`src/rtl/rng_irq_pkg.sv`:
```
package rng_irq_pkg;
    typedef enum logic [1:0] {
        PS_IDLE = 2'd0,
        PS_FILL = 2'd1,
        PS_FULL = 2'd2
    } pacer_state_e;

    typedef enum logic [0:0] {
        FL_CLEAR = 1'b0,
        FL_SET   = 1'b1
    } flag_state_e;

    localparam int unsigned STAT_W   = 3;
    localparam int unsigned DRDY_BIT = 0;
    localparam int unsigned SEED_BIT = 1;
    localparam int unsigned CLK_BIT  = 2;
endpackage

```
`src/rtl/rng_flag.sv`:
```
module rng_flag
    import rng_irq_pkg::*;
(
    input  logic clk,
    input  logic rst_n,
    input  logic set_i,
    input  logic clr_i,
    output logic q_o
);
    flag_state_e state, state_nx;

    always_ff @(posedge clk or negedge rst_n) begin
        if (!rst_n) state <= FL_CLEAR;
        else        state <= state_nx;
    end

    always_comb begin
        state_nx = state;
        unique case (state)
            FL_CLEAR: if (set_i)           state_nx = FL_SET;
            FL_SET:   if (clr_i && !set_i) state_nx = FL_CLEAR;
            default:                       state_nx = FL_CLEAR;
        endcase
    end

    always_comb q_o = (state == FL_SET);

    // a set pulse always leaves the flag set
    a_r8_set_wins: assert property (@(posedge clk) disable iff (!rst_n)
        set_i |=> q_o);
    // with neither set nor clear, the flag holds
    a_r5_hold_idle: assert property (@(posedge clk) disable iff (!rst_n)
        (!set_i && !clr_i) |=> $stable(q_o));
endmodule

```
`src/rtl/rng_pacer.sv`:
```
module rng_pacer
    import rng_irq_pkg::*;
#(
    parameter int unsigned N_MULT       = 2,
    parameter int unsigned A_NOISE_BASE = 128,
    parameter int unsigned COND_BASE    = 206,
    parameter int unsigned B_NOISE      = 32,
    parameter int unsigned WORDS        = 4
) (
    input  logic clk,
    input  logic rst_n,
    input  logic run_i,
    input  logic cfg_b_i,
    input  logic cond_lim_i,
    input  logic rd_i,
    output logic full_o
);
    localparam int unsigned LIM_A_NOISE = A_NOISE_BASE * N_MULT;
    localparam int unsigned LIM_A_COND  = COND_BASE * N_MULT;
    localparam int unsigned LIM_B_NOISE = B_NOISE;
    localparam int unsigned LIM_B_COND  = COND_BASE;
    localparam int unsigned LIM_MAX1 = (LIM_A_NOISE > LIM_A_COND) ? LIM_A_NOISE : LIM_A_COND;
    localparam int unsigned LIM_MAX2 = (LIM_B_NOISE > LIM_B_COND) ? LIM_B_NOISE : LIM_B_COND;
    localparam int unsigned LIM_MAX  = (LIM_MAX1 > LIM_MAX2) ? LIM_MAX1 : LIM_MAX2;
    localparam int unsigned CNT_W    = $clog2(LIM_MAX + 1);
    localparam int unsigned RD_W     = (WORDS > 2) ? $clog2(WORDS) : 1;

    pacer_state_e      state, state_nx;
    logic [CNT_W-1:0]  cnt;
    logic [CNT_W-1:0]  lim;
    logic [RD_W-1:0]   rd_cnt;
    logic              expire;
    logic              last_rd;

    always_comb begin
        unique case ({cfg_b_i, cond_lim_i})
            2'b00:   lim = CNT_W'(LIM_A_NOISE);
            2'b01:   lim = CNT_W'(LIM_A_COND);
            2'b10:   lim = CNT_W'(LIM_B_NOISE);
            default: lim = CNT_W'(LIM_B_COND);
        endcase
    end

    assign expire  = (state == PS_FILL) && (cnt >= lim - CNT_W'(1));
    assign last_rd = (state == PS_FULL) && rd_i && (rd_cnt == RD_W'(WORDS - 1));

    // state register
    always_ff @(posedge clk or negedge rst_n) begin
        if (!rst_n) state <= PS_IDLE;
        else        state <= state_nx;
    end

    always_comb begin
        state_nx = state;
        if (!run_i) begin
            state_nx = PS_IDLE;
        end else begin
            unique case (state)
                PS_IDLE: state_nx = PS_FILL;
                PS_FILL: if (expire)  state_nx = PS_FULL;
                PS_FULL: if (last_rd) state_nx = PS_FILL;
                default: state_nx = PS_IDLE;
            endcase
        end
    end

    // counters
    always_ff @(posedge clk or negedge rst_n) begin
        if (!rst_n) begin
            cnt    <= '0;
            rd_cnt <= '0;
        end else if (!run_i || state != state_nx) begin
            cnt    <= '0;
            rd_cnt <= '0;
        end else if (state == PS_FILL) begin
            cnt <= cnt + CNT_W'(1);
        end else if (state == PS_FULL && rd_i) begin
            rd_cnt <= rd_cnt + RD_W'(1);
        end
    end

    // outputs
    always_comb full_o = (state == PS_FULL);

    a_r9_full_from_fill: assert property (@(posedge clk) disable iff (!rst_n)
        $rose(full_o) |-> ($past(state) == PS_FILL));
    a_r9_cnt_in_range: assert property (@(posedge clk) disable iff (!rst_n)
        (state == PS_FILL) |-> (cnt < lim));
    a_r10_off_drops_full: assert property (@(posedge clk) disable iff (!rst_n)
        !run_i |=> !full_o);
    a_r4_reads_only_when_full: assert property (@(posedge clk) disable iff (!rst_n)
        (state != PS_FULL) |-> (rd_cnt == '0));
endmodule

```
`src/rtl/rng_irq_status.sv`:
```
module rng_irq_status
    import rng_irq_pkg::*;
#(
    parameter int unsigned N_MULT       = 2,
    parameter int unsigned A_NOISE_BASE = 128,
    parameter int unsigned COND_BASE    = 206,
    parameter int unsigned B_NOISE      = 32,
    parameter int unsigned WORDS        = 4
) (
    input  logic              clk,
    input  logic              rst_n,
    input  logic              gen_en,
    input  logic              irq_en,
    input  logic              cfg_b,
    input  logic              cond_lim,
    input  logic              cond_rst,
    input  logic              wr_en,
    input  logic [STAT_W-1:0] wr_data,
    input  logic              rd_stb,
    input  logic              seed_err_evt,
    input  logic              clk_err_evt,
    output logic [STAT_W-1:0] status,
    output logic              irq
);
    logic cond_q;
    logic cond_fall;
    logic seed_clr, clk_clr;
    logic drdy, seed_f, clk_f;
    logic unused_drdy_wr;

    assign unused_drdy_wr = wr_data[DRDY_BIT];

    always_ff @(posedge clk or negedge rst_n) begin
        if (!rst_n) cond_q <= 1'b0;
        else        cond_q <= cond_rst;
    end

    assign cond_fall = cond_q && !cond_rst;
    assign seed_clr  = (wr_en && !wr_data[SEED_BIT]) || cond_fall;
    assign clk_clr   = wr_en && !wr_data[CLK_BIT];

    rng_pacer #(
        .N_MULT      (N_MULT),
        .A_NOISE_BASE(A_NOISE_BASE),
        .COND_BASE   (COND_BASE),
        .B_NOISE     (B_NOISE),
        .WORDS       (WORDS)
    ) u_pacer (
        .clk       (clk),
        .rst_n     (rst_n),
        .run_i     (gen_en),
        .cfg_b_i   (cfg_b),
        .cond_lim_i(cond_lim),
        .rd_i      (rd_stb),
        .full_o    (drdy)
    );

    rng_flag u_seed (
        .clk  (clk),
        .rst_n(rst_n),
        .set_i(seed_err_evt),
        .clr_i(seed_clr),
        .q_o  (seed_f)
    );

    rng_flag u_clk (
        .clk  (clk),
        .rst_n(rst_n),
        .set_i(clk_err_evt),
        .clr_i(clk_clr),
        .q_o  (clk_f)
    );

    always_comb begin
        status           = '0;
        status[DRDY_BIT] = drdy;
        status[SEED_BIT] = seed_f;
        status[CLK_BIT]  = clk_f;
        irq              = gen_en && irq_en && (|status);
    end

    a_r3_irq_gated: assert property (@(posedge clk) disable iff (!rst_n)
        irq |-> (gen_en && irq_en));
    a_r4_drdy_no_sw_clear: assert property (@(posedge clk) disable iff (!rst_n)
        (status[DRDY_BIT] && gen_en && !rd_stb) |=> status[DRDY_BIT]);
    a_r6_cond_fall_clears: assert property (@(posedge clk) disable iff (!rst_n)
        (cond_q && !cond_rst && !seed_err_evt) |=> !status[SEED_BIT]);
    a_r7_clk_kept: assert property (@(posedge clk) disable iff (!rst_n)
        (status[CLK_BIT] && !wr_en) |=> status[CLK_BIT]);
endmodule

```
`config.mk`:
```
export PLATFORM = sky130hd
export DESIGN_NAME = rng_irq_status
export DESIGN_NICKNAME = d
export VERILOG_FILES = /design/src/rtl/rng_irq_pkg.sv /design/src/rtl/rng_flag.sv /design/src/rtl/rng_pacer.sv /design/src/rtl/rng_irq_status.sv
export SDC_FILE = /design/constraint.sdc
export NUM_CORES = 1
export LEC_CHECK = 0
export CAP_MARGIN = 40
export CORE_MARGIN = 2
export CORE_UTILIZATION = 52
export DETAILED_ROUTE_END_ITERATION = 10
export PLACE_DENSITY = 0.83
export SLEW_MARGIN = 10
export SYNTH_ARGS = -nofsm -noshare
export SYNTH_HDL_FRONTEND = slang
export SYNTH_SLANG_ARGS = --single-unit
```
`constraint.sdc`:
```
create_clock -name clk -period 2 [get_ports clk]
set_input_delay 0.2 -clock clk [delete_from_list [all_inputs] [get_ports clk]]
set_output_delay 0.2 -clock clk [all_outputs]
set_load 0.01 [all_outputs]
```
After elaboration in Yosys (flattened, before gate mapping). Index checks and enable logic that the tools add are counted.

$mul: 0. Multiplexer cells: 16. $add $sub $neg: 3. Reductions and logical operators: 24. Div/mod/pow operators: 0. Shifts and indexed selects: 0. Equality and inequality tests: 7. Magnitude comparators: 1. Bitwise logic cells: 2.

Operator list (number): $pmux W9 S3 (1); $mux W9 (2); $mux W2 (6); $logic_and A1 B1 Y1 (10); $add A9 B1 Y9 const B (1); $ge A9 B9 Y1 (1); $sub A9 B1 Y9 const B (1); $eq A2 B2 Y1 const B (3); $logic_not A1 Y1 (6); $pmux W2 S3 (1); $eq A2 B1 Y1 const B (2); $logic_not A2 Y1 (2); $mux W1 (4); $pmux W1 S2 (2); $reduce_bool A2 Y1 (2); $reduce_or A3 Y1 (1); $add A2 B1 Y2 const B (1); $logic_or A1 B1 Y1 (2); $ne A2 B1 Y1 const B (1); $ne A2 B2 Y1 (1); $not A1 Y1 (2); $reduce_and A2 Y1 (1).

Memories: 0. Input bits: 14. Logic and storage cells: 59. Bits in registers: 16. Bits in latches: 0. Bits in read-only memories: 0. Bits in writable memories: 0. Output and inout bits: 4.

Depth between registers and ports, before layout. Gate-level depths: netlist (run 1).

Depth in word-level cells: 12. Gate-level depth with buffers: 9. Gate-level depth less buffers: 9.

Cells and area by module. A second synthesis (run 1) with hierarchy kept.

Cells, all modules: 117. Area, all modules: 1102.3 sq um.

By module, submodules not included: rng_pacer (area each 954.7 sq um, cells an instance 102, sequential area each 325.3 sq um, times used 1); rng_irq_status (area each 75.1 sq um, cells an instance 9, sequential area each 25.0 sq um, times used 1); rng_flag (area each 36.3 sq um, cells an instance 3, sequential area each 25.0 sq um, times used 2).

Worst setup path before layout (run 1). Ideal clock, no wire load.

Path type: in2reg. Start: input port cfg_b. End: register u_pacer.cnt[7]. Required time: 1.899 ns. Setup slack: 0.343 ns. Arrival time: 1.556 ns. Stages on the path: 8. Path buffers: 0. Library setup time: 0.101 ns. Path through: inv_1 -> ha_1 -> ha_1 -> a21oi_1 -> o2111ai_2 -> a21oi_2 -> nand3_1 -> o311ai_2.

Word-level cells in the longest chain between the ends: 11. Elaborated cells on any way between the ends: 14. Those cells by class: add/sub: 1; order compare: 1; eq/ne: 3; mux: 5; reduce/logical: 4.

RTL lines: start, declared (line rng_irq_status.sv:14) `input logic cfg_b,`; $eq A2 B2 Y1, or another cell as far along (line rng_pacer.sv:36) `unique case ({cfg_b_i, cond_lim_i})`; $pmux W9 S3 (*) (line rng_pacer.sv:36); $sub A9 B1 Y9 (*) (line rng_pacer.sv:44) `assign expire = (state == PS_FILL) && (cnt >= lim - CNT_W'(1));`; $ge A9 B9 Y1 (*) (line rng_pacer.sv:44); $logic_and A1 B1 Y1 (*) (line rng_pacer.sv:44); $mux W2 (*) (line rng_pacer.sv:60) `PS_FILL: if (expire) state_nx = PS_FULL;`; $pmux W2 S3 (*) (line rng_pacer.sv:58) `unique case (state)`; $mux W2 (*) (line rng_pacer.sv:55) `if (!run_i) begin`; $ne A2 B2 Y1 (*) (line rng_pacer.sv:72) `end else if (!run_i || state != state_nx) begin`; $logic_or A1 B1 Y1 (*) (line rng_pacer.sv:72); $mux W9 or $reduce_bool A2 Y1 (tied branches); end signal, assigned (line rng_pacer.sv:76) `cnt <= cnt + CNT_W'(1);`; end, declared (line rng_pacer.sv:29) `logic [CNT_W-1:0] cnt;`.

Every way passes the cells marked *; elsewhere a longest branch is shown, timed or not. A chain may end at the register's enable or synchronous reset.

Worst setup path after layout (run 1).
Start: register u_pacer.state[0]. End: output port irq.

Word-level cells in the longest chain between the ends: 3.

RTL lines: start, declared (line rng_pacer.sv:28) `pacer_state_e state, state_nx;`; start signal, assigned (line rng_pacer.sv:50) `else state <= state_nx;`; $eq A2 B2 Y1 (line rng_pacer.sv:83) `always_comb full_o = (state == PS_FULL);`; $reduce_or A3 Y1 (line rng_irq_status.sv:79) `irq = gen_en && irq_en && (|status);`; $logic_and A1 B1 Y1 (line rng_irq_status.sv:79); end, declared (line rng_irq_status.sv:23) `output logic irq`.

Every way passes these cells.

==> out/qor.yml, run 1 <==
fin_crit_sh_pct: 93.6
h-tree-depth: 1
root_buffer: "clkbuf_4"
wire_per_inst_microns: 14.0
leakage_nw: 0.603
drtIter0Drc: 9
syn-num-nets: 141
ys_ff_latch: 16
antenna_found_initial: 0
place_hpwl_microns: 1720
cp_max_fo: 6
rows: 16
slowest_delay_ns: 0.53
synth_area_leaders: "dfrtp_1 37%, ha_1 17%, nand2_1 4.8%, a21oi_2 3.2%, xor2_1 3.2%"
critPathLaunchType: "register"
hold_viol: 0
grt.total_usage_pct: 21.1
cts_max_path_buffers: 2
final-setup-viol-count: 0
routabilityCongestion: 0.784
yosysTopAreaCell: "dfrtp_1"
first_pass_iters: 4
finalMaxSlewViolations: 0
grt_pass1_vias: 888
synth_cell_types: 33
coreArea_sq_um: 1960
clockPowerShare_pct: 34.0
cts.sinks: 16
die_h_microns: 49.8
final_common_cell: "dfrtp_1"
synth_edf_count: 0
clk_latency_ns: 0.30
cts_tree: "yes"
area_growth_pct: 23.3
ys_async_sr_fraction_pct: 100
fmax_ghz: 0.534
crit_type: "register to output pin"
finalWorstPathRequiredPeriod_ns: 1.87
drtAntennaViolNets: 0
placement.io_buffers: 16
viasPerCell: 5.48
vias: 872
cts_setup_buffers: 0
cts.clk_slew.worst_paths_ns: 0.10
cpMaxStageDelayCell: "clkdlybuf4s50_1"
clock_skew_ns: 0.00570
numCtsBuffers: 3
initial_utilization_pct: 55.5
power-per-cell-area_nw_per_um2: 484
final_cell_mix: "16 x dfrtp_1, 15 x ha_1, 14 x clkdlybuf4s50_1"
grt_max_degree: 17
antenna_cells: 0
nets: 162
p_sw_uw: 159
grt_pass1_wl_microns: 3850
layout-drive-gt1-share_pct: 18.9
drc: 0
placedCellCount: 155
synth_top_area_share_pct: 36.8
endpoint_kind: "output pin"
rsz0062_at_grt: "false"
worstPathRequired_ns: 1.80
layout_setup_ws_ns: 0.128
pwr-share-comb_pct: 14.3
fillers: 165
post-place-ws_ns: -0.276
path_cells: "nor2_2 > o311a_1 > clkdlybuf4s50_1"
arrival_ns: 1.67
synth_area_per_cell_sq_um: 9.72
cts_hold_buf: 0
syn_area_sq_um: 1090
ir_drop_mv: 0.498
p_sw_share_pct: 24.4
drv_cap: 0
die_x_microns: 49.8
overflow: 0
netlist_instances: 112
stdcell_count: 159
status: "complete, no violations"
yosysWarnings: 0
finalWirelength_microns: 2220
synth_flop_cell: "dfrtp_1"
yosysSeqAreaShare_pct: 36.8
p_int_uw: 492
min_path_type: "input pin to async pin"
ios: 18
die_area_sq_um: 2480
sequentialPowerShare_pct: 51.7
[sequential cells by signal (all words and copies together), names as in the netlist]
register / flops
u_pacer.rd_cnt: 2
u_pacer.cnt: 9
u_seed.q_o: 1
u_clk.q_o: 1
u_pacer.state: 2
cond_q: 1
[power by group through the flow]
stage | clock network (mW) | logic (mW) | registers [mW]
after floorplan | 0 | 0.0431 | 0.341
after global placement | 0 | 0.0895 | 0.342
after detailed placement | 0 | 0.0929 | 0.343
after CTS | 0.226 | 0.0933 | 0.336
after global routing | 0.243 | 0.104 | 0.337
final | 0.221 | 0.0931 | 0.336
[logic make-up after synthesis]
group	share of synthesized area, %
fa+ha+maj	17.2
other cells	0.344
buf+inv	4.83
xor+xnor	4.83
flops	36.8
compound gates	16.7
simple gates	19.3
[layout make-up]
class                   instances  area [sq um]  share of cell area [%]
repair buffers                 19           188                    14.0
multi-input cells              85           654                    48.7
well taps                      27          33.8                    2.52
inverters                       8          30.0                    2.24
clock buffers                   4          36.3                    2.70
flip-flops and latches         16           400                    29.8
[routing by layer]
metal | vias up | track usage, % | wire, microns
met5 | - | 0 | 0
met4 | 0 | 10.6 | 60
met3 | 6 | 5.45 | 85
met2 | 20 | 34.7 | 1110
met1 | 419 | 25.4 | 969
li1 | 427 | - | -
[path summary, 6_finish.rpt]
| path | endpoint | slack, ns | cells after the start | start |
|---|---|---|---|---|
| worst min register to register | u_clk.q_o$_DFF_PN0_ | 0.53 | 1 | u_clk.q_o$_DFF_PN0_ |
| worst max-delay path | irq | 0.13 | 3 | u_pacer.state[0]$_DFF_PN0_ |
| worst min-delay path | u_pacer.cnt[0]$_DFFE_PN0P_ | 0.22 | 2 | rst_n |
| worst max register to register | u_pacer.rd_cnt[0]$_DFFE_PN0P_ | 0.28 | 6 | u_pacer.cnt[4]$_DFFE_PN0P_ |
| max in group asynchronous | u_pacer.cnt[4]$_DFFE_PN0P_ | 1.60 | 2 | rst_n |
| min in group clk | cond_q$_DFF_PN0_ | 0.36 | 1 | cond_rst |
[synthesized netlist by cell type (2+ instances only)]
cell type / n
a21o_1: 2
a21oi_1: 5
a21oi_2: 4
buf_4: 3
dfrtp_1: 16
ha_1: 15
inv_1: 8
nand2_1: 14
nand2b_1: 3
nand3_1: 3
nand4_1: 5
nor2_1: 8
o21ai_0: 2
xnor2_1: 2
xor2_1: 4
[critical path: cells and delay by family (launching register included)]
family / cells / cell delay, ns
AOI/OAI and AO/OA: 1 / 0.18
buffers and inverters: 1 / 0.53
DFF: 1 / 0.43
and+or+nand+nor: 1 / 0.25
[timing repair]
action                                  CTS  global route
endpoints found under the setup margin    0            12
hold endpoints to repair                  0             0
resized for setup                         0             8
[per-stage QoR]
stage / cell area, sq um / hold WS [ns] / power (mW) / setup TNS (ns) / utilization (%)
floorplan: 1090 / -0.0956 / 0.384 / 0 / -
global placement: 1280 / 0.500 / 0.431 / -2.48 / 65.4
detailed placement: 1280 / 0.504 / 0.435 / -3.14 / 65.4
CTS: 1320 / 0.233 / 0.655 / 0 / 67.2
global route: 1340 / 0.249 / 0.685 / 0 / 68.4
finish: 1340 / 0.215 / 0.650 / 0 / 68.4
Note: power is estimated with default switching activity, not from simulation.
==> run 2, diff against run 1 <==
Settings changed: PLACE_DENSITY 0.83 to 0.8, REMOVE_ABC_BUFFERS set to 1.
==> run 2 against run 1 <==
Against the previous run:
- register-to-register slack better by 0.04 ns
- sequential share of layout area down 0.84 points
- global-route usage down 1.5 points
- non-clock buffer count unchanged
- first-iteration DRC count down 33%
- core utilization up 2.0 points
- via count up 1.0%
- critical endpoint is now u_pacer.cnt[7]$_DFFE_PN0P_
- highest routed layer unchanged
==> out/qor.yml, run 2 (synthesis results as in run 1) <==
crit_path_start: "cfg_b"
die_h_microns: 49.8  # unchanged
wire_per_inst_microns: 14.4  # +2.7%
rsz0062_at_grt: "false"
fin_crit_sh_pct: 98.5  # +4.9 points
cts.clk_slew.worst_paths_ns: 0.09  # about the same
first_pass_iters: 4  # unchanged
rr_startpoint: "u_pacer.cnt[4]$_DFFE_PN0P_"
placed_area_sq_um: 1280  # unchanged
placedCellCount: 155  # unchanged
die_x_microns: 49.8  # unchanged
root_buffer: "clkbuf_4"
power-per-cell-area_nw_per_um2: 472  # -2.5%
cp_max_fo: 3  # -3
cpMaxStageDelayCell: "clkdlybuf4s50_1"
grt_pass1_vias: 852  # -4.1%
antenna_found_initial: 0  # unchanged
routabilityCongestion: 0.907  # +16%
status: "complete, no violations"
vias: 881  # +1.0%
die_area_sq_um: 2480  # unchanged
fillers: 156  # -5.5%
antenna_cells: 0  # unchanged
final_area_sq_um: 1380  # +2.9%
numCtsBuffers: 3  # unchanged
cts_resized: 0  # unchanged
cts.sinks: 16  # unchanged
drv_cap: 0  # unchanged
fin_hold_ws_ns: 0.331  # +0.115 ns
cp-endpoint: "u_pacer.cnt[7]$_DFFE_PN0P_"
area_growth_pct: 26.9
fmax_ghz: 0.508  # -4.9%
arrival_ns: 2.16  # +0.49 ns
drtAntennaViolNets: 0  # unchanged
grt_pass1_wl_microns: 3660  # -4.9%
clk_latency_ns: 0.28  # -0.02 ns
finalWorstPathRequiredPeriod_ns: 1.97  # +0.0974 ns
initial_utilization_pct: 55.5  # unchanged
leakage_nw: 0.585  # -3.1%
worst_path_most_repeated_cell: "ha_1"
viasPerCell: 5.54  # +1.0%
stdcell_count: 159  # unchanged
clock_skew_ns: 0.00154  # -0.00417 ns
place_hpwl_microns: 1750  # +1.6%
cts_max_path_buffers: 2  # unchanged
relSlewSlack_pct: 53.1
rows: 16  # unchanged
cp_top_family: "buffers and inverters"
crit_buf_inv: 3  # +2
worstReg2RegEnd: "u_pacer.cnt[4]$_DFFE_PN0P_"
cts_setup_buffers: 0  # unchanged
finalWirelength_microns: 2290  # +2.7%
drtIter0Drc: 6  # -3
largest_reg_flops: 9  # unchanged
cts_tree: "yes"
slowest_delay_ns: 0.50  # -0.03 ns
path_cells: "clkdlybuf4s50_1 > inv_2 > buf_4 > ha_1 > ha_1 > a211oi_1 > o21ai_2 > nand2_2 > nand2b_4 > o311ai_2"
regMostFlops: "u_pacer.cnt"
critPathLaunchType: "input pin"
grt_max_degree: 17  # unchanged
rrSetupSlack_ns: 0.32  # +0.04 ns
drc: 0  # unchanged
ios: 18  # unchanged
h-tree-depth: 1  # unchanged
crit_type: "input pin to register"
worstPathRequired_ns: 2.19  # +0.39 ns
worst_pin_slew_ns: 0.702
overflow: 0  # unchanged
final-setup-viol-count: 0  # unchanged
post-place-ws_ns: -0.297  # -0.0205 ns
layout-drive-gt1-share_pct: 22.0  # +3.0 points
nets: 162  # unchanged
finalMaxSlewViolations: 0  # unchanged
min_path_type: "input pin to async pin"
placement.io_buffers: 16  # unchanged
top_regs: "u_pacer.cnt: 9 flops, u_pacer.rd_cnt: 2 flops, u_pacer.state: 2 flops"
layout_setup_ws_ns: 0.0304  # -0.0974 ns
cts_hold_buf: 0  # unchanged
r2r_cells: 6  # unchanged
final_cell_mix: "16 x dfrtp_1, 16 x clkdlybuf4s50_1, 13 x nand2_1"
hold_viol: 0  # unchanged
coreArea_sq_um: 1960  # unchanged
grt.total_usage_pct: 19.6  # -1.5 points
endpoint_kind: "register"
ir_drop_mv: 0.451  # -9.4%
path_depth: 10  # +7
==> run 2: cell count changes in the layout (fill, tap and decap cells not counted), sizes merged <==
cell,previous run,this run
clkdlybuf4s50,14,16
dlymetal6s2s,2,0
==> run 2: layout make-up <==
type	instances	area (sq um)	area share [%]
tap	27	33.8	2.45
timing repair buffer	19	183	13.2
sequential	16	400	29.0
multi-input combinational	85	698	50.5
inverter	8	30.0	2.17
clock buffer	4	36.3	2.63
==> run 2: metrics by stage <==
step	TNS [ns]	utilization, %	total power [mW]
after floorplan	0	-	0.380
after global placement	-2.38	65.4	0.432
after detailed placement	-3.41	65.4	0.437
after CTS	0	67.2	0.647
after global routing	0	70.4	0.684
final	0	70.4	0.653
==> run 2: power by group <==
group | internal [mW] | switching (mW)
registers | 0.330 | 0.00681
clock network | 0.111 | 0.101
logic | 0.0572 | 0.0468
total | 0.498 | 0.155
==> run 2: metal layers <==
metal	vias up	track usage, %	routed length [microns]
met5	-	0	0
met4	0	9.26	41
met3	4	2.73	67
met2	24	35.3	1210
met1	424	22.6	970
li1	429	-	-
==> run 2: worst min-delay path by stage <==
| stage | cells after the start | slack [ns] | end |
|---|---|---|---|
| 6_report | 1 | 0.33 | u_pacer.cnt[2]$_DFFE_PN0P_ |
| 5_1_grt | 1 | 0.37 | cond_q$_DFF_PN0_ |
| 4_1_cts | 1 | 0.36 | u_pacer.cnt[2]$_DFFE_PN0P_ |
| 3_5_place_dp | 1 | 0.53 | u_clk.q_o$_DFF_PN0_ |
| 3_3_place_gp | 1 | 0.51 | u_clk.q_o$_DFF_PN0_ |
| 2_1_floorplan | 0 | -0.1 | cond_q$_DFF_PN0_ |
